## config.mk

```make
export PLATFORM = sky130hd
export DESIGN_NAME = clamp_pulse_gen
export DESIGN_NICKNAME = d
export VERILOG_FILES = /design/src/rtl/clamp_pkg.sv /design/src/rtl/clamp_mode_sel.sv /design/src/rtl/clamp_line_timer.sv /design/src/rtl/clamp_shaper.sv /design/src/rtl/clamp_pulse_gen.sv
export SDC_FILE = /design/constraint.sdc
export NUM_CORES = 1
export LEC_CHECK = 0
export BUFFER_PORTS_ARGS = -buffer_cell sky130_fd_sc_hd__buf_4
export CAP_MARGIN = 20
export CORE_MARGIN = 3
export CORE_UTILIZATION = 50
export CTS_BUF_LIST = sky130_fd_sc_hd__clkbuf_16
export DETAILED_ROUTE_END_ITERATION = 10
export PLACE_DENSITY = 0.76
export SLEW_MARGIN = 20
export SYNTH_ARGS = -nofsm -noshare
export SYNTH_HDL_FRONTEND = slang
export SYNTH_SLANG_ARGS = --single-unit
```

## constraint.sdc

```tcl
create_clock -name clk_i -period 5.2 [get_ports clk_i]
set_input_delay 0.26 -clock clk_i [delete_from_list [all_inputs] [get_ports clk_i]]
set_output_delay 0.26 -clock clk_i [all_outputs]
set_load 0.02 [all_outputs]
```

## src/rtl/clamp_pkg.sv

```systemverilog
package clamp_pkg;
  typedef enum logic {
    MODE_PORCH = 1'b0,
    MODE_TIP   = 1'b1
  } clamp_mode_e;

  typedef enum logic [1:0] {
    SH_IDLE  = 2'd0,
    SH_DELAY = 2'd1,
    SH_PULSE = 2'd2
  } shaper_state_e;
endpackage

```

## src/rtl/clamp_mode_sel.sv

```systemverilog
module clamp_mode_sel
  import clamp_pkg::*;
#(
  parameter int CTRL_W = 8,
  parameter int W_MIN  = 8,
  parameter int W_MAX  = 128,
  parameter int WID_W  = 8
) (
  input  logic                     clk_i,
  input  logic                     rst_ni,
  input  logic signed [CTRL_W-1:0] ctrl_i,
  output clamp_mode_e              mode_o,
  output logic [WID_W-1:0]         width_o
);
  localparam int SPAN   = W_MAX - W_MIN;
  localparam int PROD_W = CTRL_W + $clog2(SPAN + 1);
  localparam logic signed [CTRL_W-1:0] ONE = 1;
  localparam logic signed [CTRL_W-1:0] ZERO = 0;

  logic [CTRL_W-1:0] mag;
  logic [PROD_W-1:0] prod;
  logic [PROD_W-1:0] shrink;

  // magnitude of most negative code still fits unsigned
  assign mag     = ctrl_i[CTRL_W-1] ? CTRL_W'(-ctrl_i) : CTRL_W'(ctrl_i);
  assign prod    = PROD_W'(mag) * PROD_W'(SPAN);
  assign shrink  = prod >> (CTRL_W - 1);
  assign width_o = WID_W'(W_MAX) - WID_W'(shrink);

  always_ff @(posedge clk_i or negedge rst_ni) begin
    if (!rst_ni) begin
      mode_o <= MODE_PORCH;
    end else if (ctrl_i > ONE) begin
      mode_o <= MODE_TIP;
    end else if (ctrl_i <= ZERO) begin
      mode_o <= MODE_PORCH;
    end
  end
endmodule

```

## src/rtl/clamp_line_timer.sv

```systemverilog
module clamp_line_timer #(
  parameter int PER_W = 16
) (
  input  logic             clk_i,
  input  logic             rst_ni,
  input  logic             hsync_ni,
  input  logic             sync_present_i,
  input  logic [PER_W-1:0] free_period_i,
  output logic             lead_o,
  output logic             trail_o,
  output logic             fr_tick_o,
  output logic [PER_W-1:0] period_o
);
  logic             hs_q;
  logic [PER_W-1:0] cnt_q;
  logic [PER_W-1:0] period_q;
  logic [PER_W-1:0] fr_cnt_q;

  assign lead_o    = sync_present_i & hs_q & ~hsync_ni;
  assign trail_o   = sync_present_i & ~hs_q & hsync_ni;
  assign fr_tick_o = ~sync_present_i &
                     ((PER_W+1)'(fr_cnt_q) + (PER_W+1)'(1) >= (PER_W+1)'(free_period_i));
  assign period_o  = sync_present_i ? period_q : free_period_i;

  always_ff @(posedge clk_i or negedge rst_ni) begin
    if (!rst_ni) begin
      hs_q     <= 1'b1;
      cnt_q    <= '0;
      period_q <= '0;
      fr_cnt_q <= '0;
    end else begin
      hs_q <= hsync_ni;
      if (lead_o) begin
        period_q <= cnt_q + PER_W'(1);
        cnt_q    <= '0;
      end else if (cnt_q != '1) begin
        cnt_q <= cnt_q + PER_W'(1);
      end
      if (sync_present_i || fr_tick_o) fr_cnt_q <= '0;
      else                             fr_cnt_q <= fr_cnt_q + PER_W'(1);
    end
  end
endmodule

```

## src/rtl/clamp_shaper.sv

```systemverilog
module clamp_shaper
  import clamp_pkg::*;
#(
  parameter int PER_W = 16,
  parameter int WID_W = 8
) (
  input  logic             clk_i,
  input  logic             rst_ni,
  input  logic             start_i,
  input  logic [PER_W-1:0] delay_i,
  input  logic [WID_W-1:0] width_i,
  output logic             active_o
);
  shaper_state_e    state_q;
  logic [PER_W-1:0] dcnt_q;
  logic [WID_W-1:0] wcnt_q;
  logic [WID_W-1:0] w_q;

  assign active_o = (state_q == SH_PULSE);

  always_ff @(posedge clk_i or negedge rst_ni) begin
    if (!rst_ni) begin
      state_q <= SH_IDLE;
      dcnt_q  <= '0;
      wcnt_q  <= '0;
      w_q     <= '0;
    end else begin
      unique case (state_q)
        SH_IDLE: if (start_i) begin
          state_q <= SH_DELAY;
          dcnt_q  <= delay_i;
          w_q     <= width_i;
        end
        SH_DELAY: if (dcnt_q == '0) begin
          state_q <= SH_PULSE;
          wcnt_q  <= w_q - WID_W'(1);
        end else begin
          dcnt_q <= dcnt_q - PER_W'(1);
        end
        SH_PULSE: if (wcnt_q == '0) state_q <= SH_IDLE;
                  else              wcnt_q  <= wcnt_q - WID_W'(1);
        default: state_q <= SH_IDLE;
      endcase
    end
  end
endmodule

```

## src/rtl/clamp_pulse_gen.sv

```systemverilog
module clamp_pulse_gen
  import clamp_pkg::*;
#(
  parameter int CTRL_W   = 8,
  parameter int PER_W    = 16,
  parameter int W_MIN    = 8,
  parameter int W_MAX    = 128,
  parameter int BP_DELAY = 10,
  parameter int TIP_MUL  = 13,
  parameter int TIP_SHR  = 9
) (
  input  logic                     clk_i,
  input  logic                     rst_ni,
  input  logic                     hsync_ni,
  input  logic                     sync_present_i,
  input  logic signed [CTRL_W-1:0] ctrl_i,
  input  logic [PER_W-1:0]         free_period_i,
  output logic                     clamp_no
);
  localparam int WID_W = $clog2(W_MAX + 1);
  localparam int SCL_W = PER_W + $clog2(TIP_MUL + 1);

  clamp_mode_e      mode;
  logic [WID_W-1:0] width;
  logic             lead, trail, fr_tick, start, active;
  logic [PER_W-1:0] period, tip_delay, delay;
  logic [SCL_W-1:0] scaled;

  clamp_mode_sel #(
    .CTRL_W(CTRL_W), .W_MIN(W_MIN), .W_MAX(W_MAX), .WID_W(WID_W)
  ) u_mode (
    .clk_i(clk_i), .rst_ni(rst_ni), .ctrl_i(ctrl_i),
    .mode_o(mode), .width_o(width)
  );

  clamp_line_timer #(.PER_W(PER_W)) u_timer (
    .clk_i(clk_i), .rst_ni(rst_ni), .hsync_ni(hsync_ni),
    .sync_present_i(sync_present_i), .free_period_i(free_period_i),
    .lead_o(lead), .trail_o(trail), .fr_tick_o(fr_tick), .period_o(period)
  );

  // ~2.5% of line period without a divider
  assign scaled    = SCL_W'(period) * SCL_W'(TIP_MUL);
  assign tip_delay = PER_W'(scaled >> TIP_SHR);
  assign start     = (mode == MODE_TIP) ? (lead | fr_tick) : trail;
  assign delay     = (mode == MODE_TIP) ? tip_delay : PER_W'(BP_DELAY);

  clamp_shaper #(.PER_W(PER_W), .WID_W(WID_W)) u_shaper (
    .clk_i(clk_i), .rst_ni(rst_ni), .start_i(start),
    .delay_i(delay), .width_i(width), .active_o(active)
  );

  assign clamp_no = ~active;
endmodule

```

# --- After elaboration in Yosys (flattened, before gate mapping) ---
# Index checks and enable logic that the tools add are counted.
word_totals:
  reg_bits: 84
  input_bits: 28
  output_inout_bits: 1
  elab_cells: 71
op_classes:
  n_addsub: 8
  multipliers: 2
  n_lt_le_gt_ge: 3
  eq_ne: 8
  n_mux: 19
  n_bitwise: 10
  reduce_logical: 12
op_table:
  columns: ["cell", "count"]
  rows:
  - ["$mux W16", 6]
  - ["$add A16 B1 Y16 const B", 2]
  - ["$pmux W16 S2", 1]
  - ["$mux W8", 3]
  - ["$mul A16 B4 Y20 const B", 1]
  - ["$add A16 B1 Y17 const B", 1]
  - ["$ge A17 B16 Y1", 1]
  - ["$logic_not A16 Y1", 1]
  - ["$ne A16 B16 Y1 const B", 1]
  - ["$pmux W8 S2", 1]
  - ["$sub A16 B1 Y16 const B", 1]
  - ["$sub A8 B1 Y8 const B", 2]
  - ["$mul A8 B4 Y12 const B", 1]
  - ["$mux W11", 1]
  - ["$reduce_and A3 Y1", 3]
  - ["$gt A8 B2 Y1 const B", 1]
  - ["$le A8 B1 Y1 const B", 1]
  - ["$logic_not A8 Y1", 1]
  - ["$neg A8 Y8", 1]
  - ["$reduce_bool A2 Y1", 4]
  - ["$sub A8 B8 Y8 const A", 1]
  - ["$mux W2", 3]
  - ["$ne A2 B2 Y1 const B", 3]
  - ["$pmux W2 S3", 1]
  - ["other kinds (10)", 20]

# --- Logic depth before layout (Yosys ltp) ---
# Gate-level depths: netlist of run 1.
logic_depth:
  ltp_word: 7
  mapped_depth: 20
  ltp_nobuf: 19

# --- Modules after synthesis ---
# A second synthesis of run 1 with hierarchy kept.
unflattened:
  cells_unflattened: 895
  area_unflattened_um2: 7531.0
by_module_without_submodules:
  columns: ["mod", "n_inst", "cells_each", "area_per_inst_um2", "seq_area_each_um2"]
  rows:
  - ["clamp_line_timer", 1, 307, 2765.2, 1227.4]
  - ["clamp_shaper", 1, 246, 2099.5, 850.8]
  - ["clamp_pulse_gen", 1, 193, 1505.2, 0.0]
  - ["clamp_mode_sel", 1, 149, 1161.1, 25.0]

# --- Worst setup path before layout of run 1 ---
# No wires, ideal clock.
synth_timing:
  path_type: "input to register"
  from: "input port ctrl_i[2]"
  to: "register u_shaper.w_q[7]"
  setup_time_ns: 0.129
  arrival_ns: 4.430
  t_required_ns: 5.071
  setup_slack_ns: 0.641
  stages: 17
  n_path_buf: 0
  cell_sequence: "or2_2 o41ai_1 xor2_1 xor2_1 ha_1 inv_1 fa_1 inv_1 ha_1 or4_1 or3_1 a21oi_1 o21ai_0 mux2_2 nor4b_2 xnor2_1 o21ai_0"
synth_between:
  elab_chain_cells: 4
synth_rtl:
  columns: ["item", "line", "rtl"]
  rows:
  - ["from (decl)", "clamp_pulse_gen.sv:16", "input logic signed [CTRL_W-1:0] ctrl_i,"]
  - ["$neg A8 Y8", "clamp_mode_sel.sv:25", "assign mag = ctrl_i[CTRL_W-1] ? CTRL_W'(-ctrl_i) : CTRL_W'(ctrl_i);"]
  - ["$mux W8 (*)", "clamp_mode_sel.sv:25", null]
  - ["$mul A8 B4 Y12 (*)", "clamp_mode_sel.sv:26", "assign prod = PROD_W'(mag) * PROD_W'(SPAN);"]
  - ["$sub A8 B8 Y8 (*)", "clamp_mode_sel.sv:28", "assign width_o = WID_W'(W_MAX) - WID_W'(shrink);"]
  - ["to (signal assigned)", "clamp_shaper.sv:32", "w_q <= width_i;"]
  - ["to (decl)", "clamp_shaper.sv:17", "logic [WID_W-1:0] w_q;"]
# Every way passes the cells marked *; elsewhere a longest branch is shown, timed or not.
# A chain may end at the register's enable or synchronous reset.

# --- Worst setup path in the final report of run 1 ---
layout_timing:
  from: "input port ctrl_i[0]"
  to: "register u_shaper.w_q[7]"
# The elaborated chain is that of the path after synthesis.

==> flow_summary_export.csv, run 1 <==
group,metric,value,unit
status,status,"finished, violations left",
status,violations,"hold timing",
synthesis,synthMuxAreaShare,1.427,%
routing,wl_per_cell,13.47,um
place,hpwl,10880,um
min_path,holdCritPathClass,"in2async",
worst_setup_path,critPathArrivalTime,4680,ps
timing,worst_pin_slew,771.1,ps
clocking,cts_root_buffer,"clkbuf_16",
synthesis,synth_simple_gate_area_share,17.89,%
synthesis,ys_ff_latch,84,
timing,relSlewSlack,48.59,%
layout,diodes,0,
timing,slew_viol_final,0,
timing,finalClockSkew,9.603,ps
power_and_ir_drop,p_total,3175,uW
layout,layout.nets,991,
power_and_ir_drop,p_seq_share,29.5,%
power_and_ir_drop,peakVddDrop,0.0001915,V
layout,syn2layout_area_growth,8.805,%
synthesis,synth_edf_count,0,
place,place_area,7542,sq um
job,cap_violations,0,
floorplanning,row_count,43,
routing,vias,5800,
synthesis,yosysSeqAreaShare,29.25,%
worst_setup_path,timing.critical_path.to_type,"flip-flop",
floorplanning,ios,29,
routing,viasPerCell,5.519,
clocking,cts-buffers-inserted,9,
clocking,clock_latency,350,ps
global_routing,grt_usage,18.51,%
place,pre_cts_ws,329.7,ps
clocking,clock-sinks,84,
synthesis,async_flop_share,100.0,%
global_routing,overflow,0,
synthesis,syn-instance-count,849,
timing,fin_ws,730.7,ps
worst_setup_path,r2r-start,"u_timer.period_q[5]$_DFFE_PN0P_",
floorplanning,die_w,125.9,um
synthesis,ys_types,63,
timing,hold-worst-slack,-76.79,ps
global_routing,grt_first_pass_wirelength,24900,um
timing,hold_viol,49,
worst_setup_path,worst_r2r_endpoint,"u_shaper.dcnt_q[7]$_DFFE_PN0P_",
power_and_ir_drop,clockPowerShare,18.9,%
floorplanning,die_area,15860,sq um
synthesis,syn-num-nets,974,
worst_setup_path,cp_max_fo,7,
clocking,cts_hold_buf,0,
clocking,ctsResizeCount,0,
floorplanning,core_area,13990,sq um
synthesis,synth-xor-area-share,7.674,%
power_and_ir_drop,switchingPower,1354,uW
floorplanning,fp.dieH,125.9,um
synthesis,synth_top_family_by_area,"adder cells",
synthesis,yosysWarnings,0,
routing,route.detailed.drc,0,
global_routing,grt_max_degree,85,
timing,period_needed,4469,ps
place,portBuffers,28,
synthesis,synth_ff_type,"dfrtp_1",
clocking,post_cts_buffers,0,
worst_setup_path,r2r_slack,1020,ps
synthesis,synth_area,7191,sq um
worst_setup_path,r2r_cells,16,
worst_setup_path,critPathLaunchType,"primary input",
timing,finalCritPeriodShare,85.95,%
clocking,clkTransAtPathRegs,70,ps
synthesis,synthAdderAreaFrac,19.14,%
clocking,cts_tree,"built",
routing,drt_wl_total,14160,um
global_routing,antenna_found_initial,0,
power_and_ir_drop,p_comb_share,51.5,%
clocking,htreeDepth,3,
timing,max_freq,223.8,MHz
layout,drive_above_1_share,6.889,%
routing,drtIter0Drc,451,
global_routing,grt_pass1_vias,5498,
power_and_ir_drop,leakage,0.003918,uW
power_and_ir_drop,sw_frac_of_total,42.64,%
floorplanning,initial_core_util,51.40,%
routing,antenna_left,0,
synthesis,synth_compound_area_share,17.30,%
synthesis,synth_area_per_cell,8.470,sq um
timing,rsz0062_at_grt,"false",
timing,tns,0,ps
layout,finalInstanceArea,7824,sq um
routing,first_pass_iters,5,
clocking,cts_buffer_depth,2,
timing,setup_violations,0,
worst_setup_path,worstSetupPathType,"in2reg",
power_and_ir_drop,p_int,1821,uW
worst_setup_path,cp.required,5410,ps
power_and_ir_drop,power_density,405.8,nW/um^2
place,gp_congestion,0.8153,
## critical path, stage by stage
cell and delay (ps):
buf_4 130, inv_1 120, ha_1 190, nand2_1 80, o31ai_1 230, xor2_1 450, inv_1 130, ha_1 300
inv_1 50, fa_1 500, inv_1 40, ha_1 370, or4_1 470, or3_1 300, a21oi_1 110, o21ai_0 130
mux2_2 300, nor4b_2 280, xnor2_1 150, o21ai_0 90
## power by group through the flow
| stage | Sequential (uW) | Combinational (uW) | Clock [uW] |
|---|---|---|---|
| 6_report | 937 | 1640 | 601 |
| 5_1_grt | 958 | 1880 | 648 |
| 4_1_cts | 936 | 1640 | 619 |
| 3_5_place_dp | 945 | 1620 | 0 |
| 3_3_place_gp | 939 | 1590 | 0 |
| 2_1_floorplan | 909 | 1320 | 0 |
## worst max-delay path by stage
stage	from	end	slack, ps	depth (start not counted)
global route	ctrl_i[0]	u_shaper.w_q[7]$_DFFE_PN0P_	310	20
floorplan	ctrl_i[2]	u_shaper.w_q[7]$_DFFE_PN0P_	640	17
detailed placement	ctrl_i[0]	u_shaper.w_q[7]$_DFFE_PN0P_	330	20
global placement	ctrl_i[0]	u_shaper.w_q[7]$_DFFE_PN0P_	440	20
finish	ctrl_i[0]	u_shaper.w_q[7]$_DFFE_PN0P_	730	20
CTS	ctrl_i[0]	u_shaper.w_q[7]$_DFFE_PN0P_	690	20
## per-layer routing
| metal | share of wire, % | track usage (%) |
|---|---|---|
| met5 | 0 | 0 |
| met4 | 1.3 | 5.426 |
| met3 | 3.1 | 3.393 |
| met2 | 47 | 29.33 |
| met1 | 49 | 26.04 |
## state kept, by name (all words and copies together), names as in the netlist
register          count
u_mode.mode_o         1
u_shaper.dcnt_q      16
u_shaper.state_q      2
u_shaper.w_q          8
u_shaper.wcnt_q       8
u_timer.cnt_q        16
u_timer.fr_cnt_q     16
u_timer.hs_q          1
u_timer.period_q     16
## area by class of cell
cell class | count | area (sq um)
Fill cell | 1277 | 6165
Multi-Input combinational cell | 627 | 4561
Sequential cell | 84 | 2103
Inverter | 114 | 427.9
Timing Repair Buffer | 30 | 229.0
Clock buffer | 9 | 225.2
Tap cell | 180 | 225.2
Clock inverter | 7 | 52.55
## through the flow
| stage | cells | hold slack (ps) | utilization, % |
|---|---|---|---|
| finish | 1051 | -76.79 | 55.93 |
| global route | 1051 | 22.72 | 55.93 |
| CTS | 1051 | 21.37 | 55.90 |
| detailed placement | 1035 | 398.6 | 53.92 |
| global placement | 1035 | 398.8 | 53.92 |
| floorplan | 849 | -35.59 | - |
## cells in the mapped netlist (3+ instances only)
cell type | instances | area share [%]
inv_1 | 114 | 6.0
dfrtp_1 | 83 | 29
nand2_1 | 80 | 4.2
o21ai_0 | 79 | 5.5
ha_1 | 78 | 14
nor2_1 | 48 | 2.5
a21oi_1 | 33 | 2.3
xor2_1 | 32 | 3.9
xnor2_1 | 31 | 3.8
nand3_1 | 24 | 1.7
nor3_1 | 22 | 1.5
nor2b_1 | 21 | 1.8
clkbuf_1 | 19 | 0.99
fa_1 | 19 | 5.3
a21boi_0 | 12 | 1.3
a21o_1 | 11 | 1.1
nand4_1 | 10 | 0.87
nand2b_1 | 9 | 0.78
o22ai_1 | 9 | 0.78
and3_1 | 8 | 0.70
mux2i_1 | 8 | 1.1
a211oi_1 | 6 | 0.63
and4_1 | 6 | 0.73
o21bai_1 | 6 | 0.63
or3_1 | 6 | 0.52
a22o_1 | 5 | 0.61
nor4_1 | 5 | 0.44
o21a_1 | 5 | 0.52
nor3b_1 | 4 | 0.42
or2_2 | 4 | 0.35
a221oi_1 | 3 | 0.37
o32ai_1 | 3 | 0.37
o41ai_1 | 3 | 0.37
## logic make-up (layout without fill, tap and decap cells)
logic type / Yosys count / after routing
AND/OR/NAND/NOR: 258 / 258
multiplexers: 10 / 10
AO/OA/AOI/OAI: 197 / 197
adder cells (fa/ha/maj): 99 / 99
flip-flops: 84 / 84
buffers and inverters: 138 / 160
XOR/XNOR: 63 / 63
## layout by cell type (no fill, tap or decap), types with 3 or more instances in the layout
cell type and instances:
xnor2_1 31, fa_1 19, mux2i_1 8, o22ai_1 9, a21boi_0 12, inv_1 115
a21oi_1 33, nor3_1 22, or2_2 4, nor2b_1 21, xor2_1 32, o21a_1 5
nand3_1 24, clkbuf_16 9, o41ai_1 3, o32ai_1 3, a21o_1 11, a211oi_1 6
dfrtp_1 83, nor3b_1 4, nand4_1 10, nand2_1 80, and4_1 6, a22o_1 5
nand2b_1 9, buf_4 29, o21bai_1 6, ha_1 78, nor2_1 48, clkinv_4 3
a221oi_1 3, and3_1 8, o21ai_0 79, nor4_1 5, or3_1 6
Note: power is estimated with default switching activity, not from simulation.
==> run 2: changes to the inputs <==
--- a/config.mk
+++ b/config.mk
@@ -9,7 +9,7 @@
 export CAP_MARGIN = 20
 export CORE_MARGIN = 3
 export CORE_UTILIZATION = 50
-export CTS_BUF_LIST = sky130_fd_sc_hd__clkbuf_16
+export CTS_BUF_LIST = sky130_fd_sc_hd__clkbuf_2 sky130_fd_sc_hd__clkbuf_4 sky130_fd_sc_hd__clkbuf_8
 export DETAILED_ROUTE_END_ITERATION = 10
 export PLACE_DENSITY = 0.76
 export SLEW_MARGIN = 20
==> flow_summary_export.csv, run 2 (synthesis results as in run 1) <==
group,metric,value,unit
floorplanning,die_w,125.9,um
power_and_ir_drop,p_int,1678,uW
routing,first_pass_iters,5,
routing,drtIter0Drc,413,
routing,wl_per_cell,13.41,um
worst_setup_path,critPathLaunchType,"primary input",
layout,layout.nets,993,
routing,antenna_left,0,
timing,worst_pin_slew,770.7,ps
clocking,clock_latency,380,ps
min_path,hold_depth,2,
routing,route.detailed.drc,0,
global_routing,overflow,0,
power_and_ir_drop,p_comb_share,54.3,%
layout,final_common_cell,"inv_1",
clocking,post_cts_buffers,0,
timing,max_freq,224.1,MHz
floorplanning,fp.dieH,125.9,um
clocking,clock-sinks,84,
timing,period_needed,4462,ps
power_and_ir_drop,p_seq_share,31.1,%
clocking,ctsResizeCount,0,
worst_setup_path,cp_max_fo,7,
global_routing,grt_first_pass_wirelength,24650,um
global_routing,antenna_found_initial,0,
floorplanning,die_area,15860,sq um
min_path,holdCritPathClass,"in2reg",
floorplanning,row_count,43,
timing,relSlewSlack,48.62,%
power_and_ir_drop,peakVddDrop,0.0001719,V
clocking,cts-buffers-inserted,9,
worst_setup_path,timing.critical_path.to_type,"flip-flop",
clocking,cts_tree,"built",
clocking,cts_buffer_depth,2,
clocking,clkTransAtPathRegs,90,ps
worst_setup_path,cp.required,5430,ps
power_and_ir_drop,switchingPower,1333,uW
timing,setup_violations,0,
place,hpwl,10880,um
layout,final_cell_mix,"inv_1 (114), dfrtp_1 (83), nand2_1 (80)",
timing,finalClockSkew,16.04,ps
power_and_ir_drop,leakage,0.003880,uW
layout,syn2layout_area_growth,7.726,%
clocking,htreeDepth,3,
timing,hold-worst-slack,106.1,ps
status,status,"finished, final reports clean",
routing,viasPerCell,5.489,
global_routing,grt_usage,18.22,%
routing,drt_wl_total,14120,um
worst_setup_path,critPathArrivalTime,4690,ps
layout,drive_above_1_share,6.987,%
clocking,cts_root_buffer,"clkbuf_8",
power_and_ir_drop,power_density,388.7,nW/um^2
global_routing,grt_pass1_vias,5431,
timing,finalCritPeriodShare,85.81,%
routing,vias,5780,
global_routing,grt_max_degree,85,
floorplanning,ios,29,
job,cap_violations,0,
timing,rsz0062_at_grt,"false",
floorplanning,core_area,13990,sq um
place,portBuffers,28,
place,gp_congestion,0.8153,
timing,slew_viol_final,0,
power_and_ir_drop,clockPowerShare,14.6,%
timing,tns,0,ps
timing,hold_viol,0,
worst_setup_path,r2r_cells,16,
floorplanning,initial_core_util,51.40,%
layout,nFillCells,1296,
power_and_ir_drop,sw_frac_of_total,44.28,%
layout,diodes,0,
worst_setup_path,worstSetupPathType,"in2reg",
-- run 2: power groups by stage --
stage / combinational (uW) / clock, uW / sequential (uW)
CTS: 1640 / 453 / 934
floorplan: 1320 / 0 / 909
global route: 1880 / 481 / 957
finish: 1640 / 439 / 936
detailed placement: 1620 / 0 / 945
global placement: 1590 / 0 / 939
-- run 2: layout make-up --
class                   count  area (sq um)  share of cell area (%)
well taps                 180         225.2                   2.907
clock inverters             6         48.80                  0.6299
flip-flops and latches     84          2103                   27.15
repair buffers             32         249.0                   3.214
inverters                 114         427.9                   5.524
clock buffers              10         131.4                   1.696
multi-input cells         627          4561                   58.88
-- run 2: path summary, 6_finish.rpt --
check	from	to	slack [ps]
worst max-delay path	ctrl_i[0]	u_shaper.w_q[7]$_DFFE_PN0P_	740
worst min-delay path	ctrl_i[7]	u_mode.mode_o$_DFFE_PN0P_	110
worst max register to register	u_timer.period_q[5]$_DFFE_PN0P_	u_shaper.dcnt_q[7]$_DFFE_PN0P_	990
worst min register to register	u_timer.period_q[7]$_DFFE_PN0P_	u_timer.period_q[7]$_DFFE_PN0P_	490
max in group asynchronous	rst_ni	u_shaper.wcnt_q[6]$_DFFE_PN0P_	4170
min in group asynchronous	rst_ni	u_timer.fr_cnt_q[11]$_DFF_PN0_	470
-- run 2: repair_timing --
action | CTS | global route
endpoints found under the setup margin | 0 | 0
endpoints found under the hold margin | 1 | 27
hold buffers | 1 | 1
-- run 2: worst max-delay path, stage by stage --
cell and delay [ps]:
buf_4 130, inv_1 120, ha_1 190, nand2_1 80, o31ai_1 230, xor2_1 450, inv_1 130, ha_1 300
inv_1 50, fa_1 500, inv_1 40, ha_1 370, or4_1 470, or3_1 300, a21oi_1 110, o21ai_0 130
mux2_2 300, nor4b_2 280, xnor2_1 160, o21ai_0 90
-- run 2: metal layers --
| layer | up-vias | share of wire (%) | global-route usage, % |
|---|---|---|---|
| li1 | 2949 | - | - |
| met1 | 2744 | 50 | 25.95 |
| met2 | 72 | 46 | 28.79 |
| met3 | 15 | 2.7 | 2.884 |
| met4 | 0 | 1.2 | 5.426 |
| met5 | - | 0 | 0 |
-- run 2: stage by stage --
stage               cell area, sq um  setup WS (ps)  utilization, %  cells  total power, uW
floorplan                       7191          641.5               -    849             2232
global placement                7542          444.4           53.92   1035             2531
detailed placement              7542          329.7           53.92   1035             2570
CTS                             7732          715.9           55.28   1052             3028
global route                    7746          336.1           55.38   1053             3321
finish                          7746          737.9           55.38   1053             3011
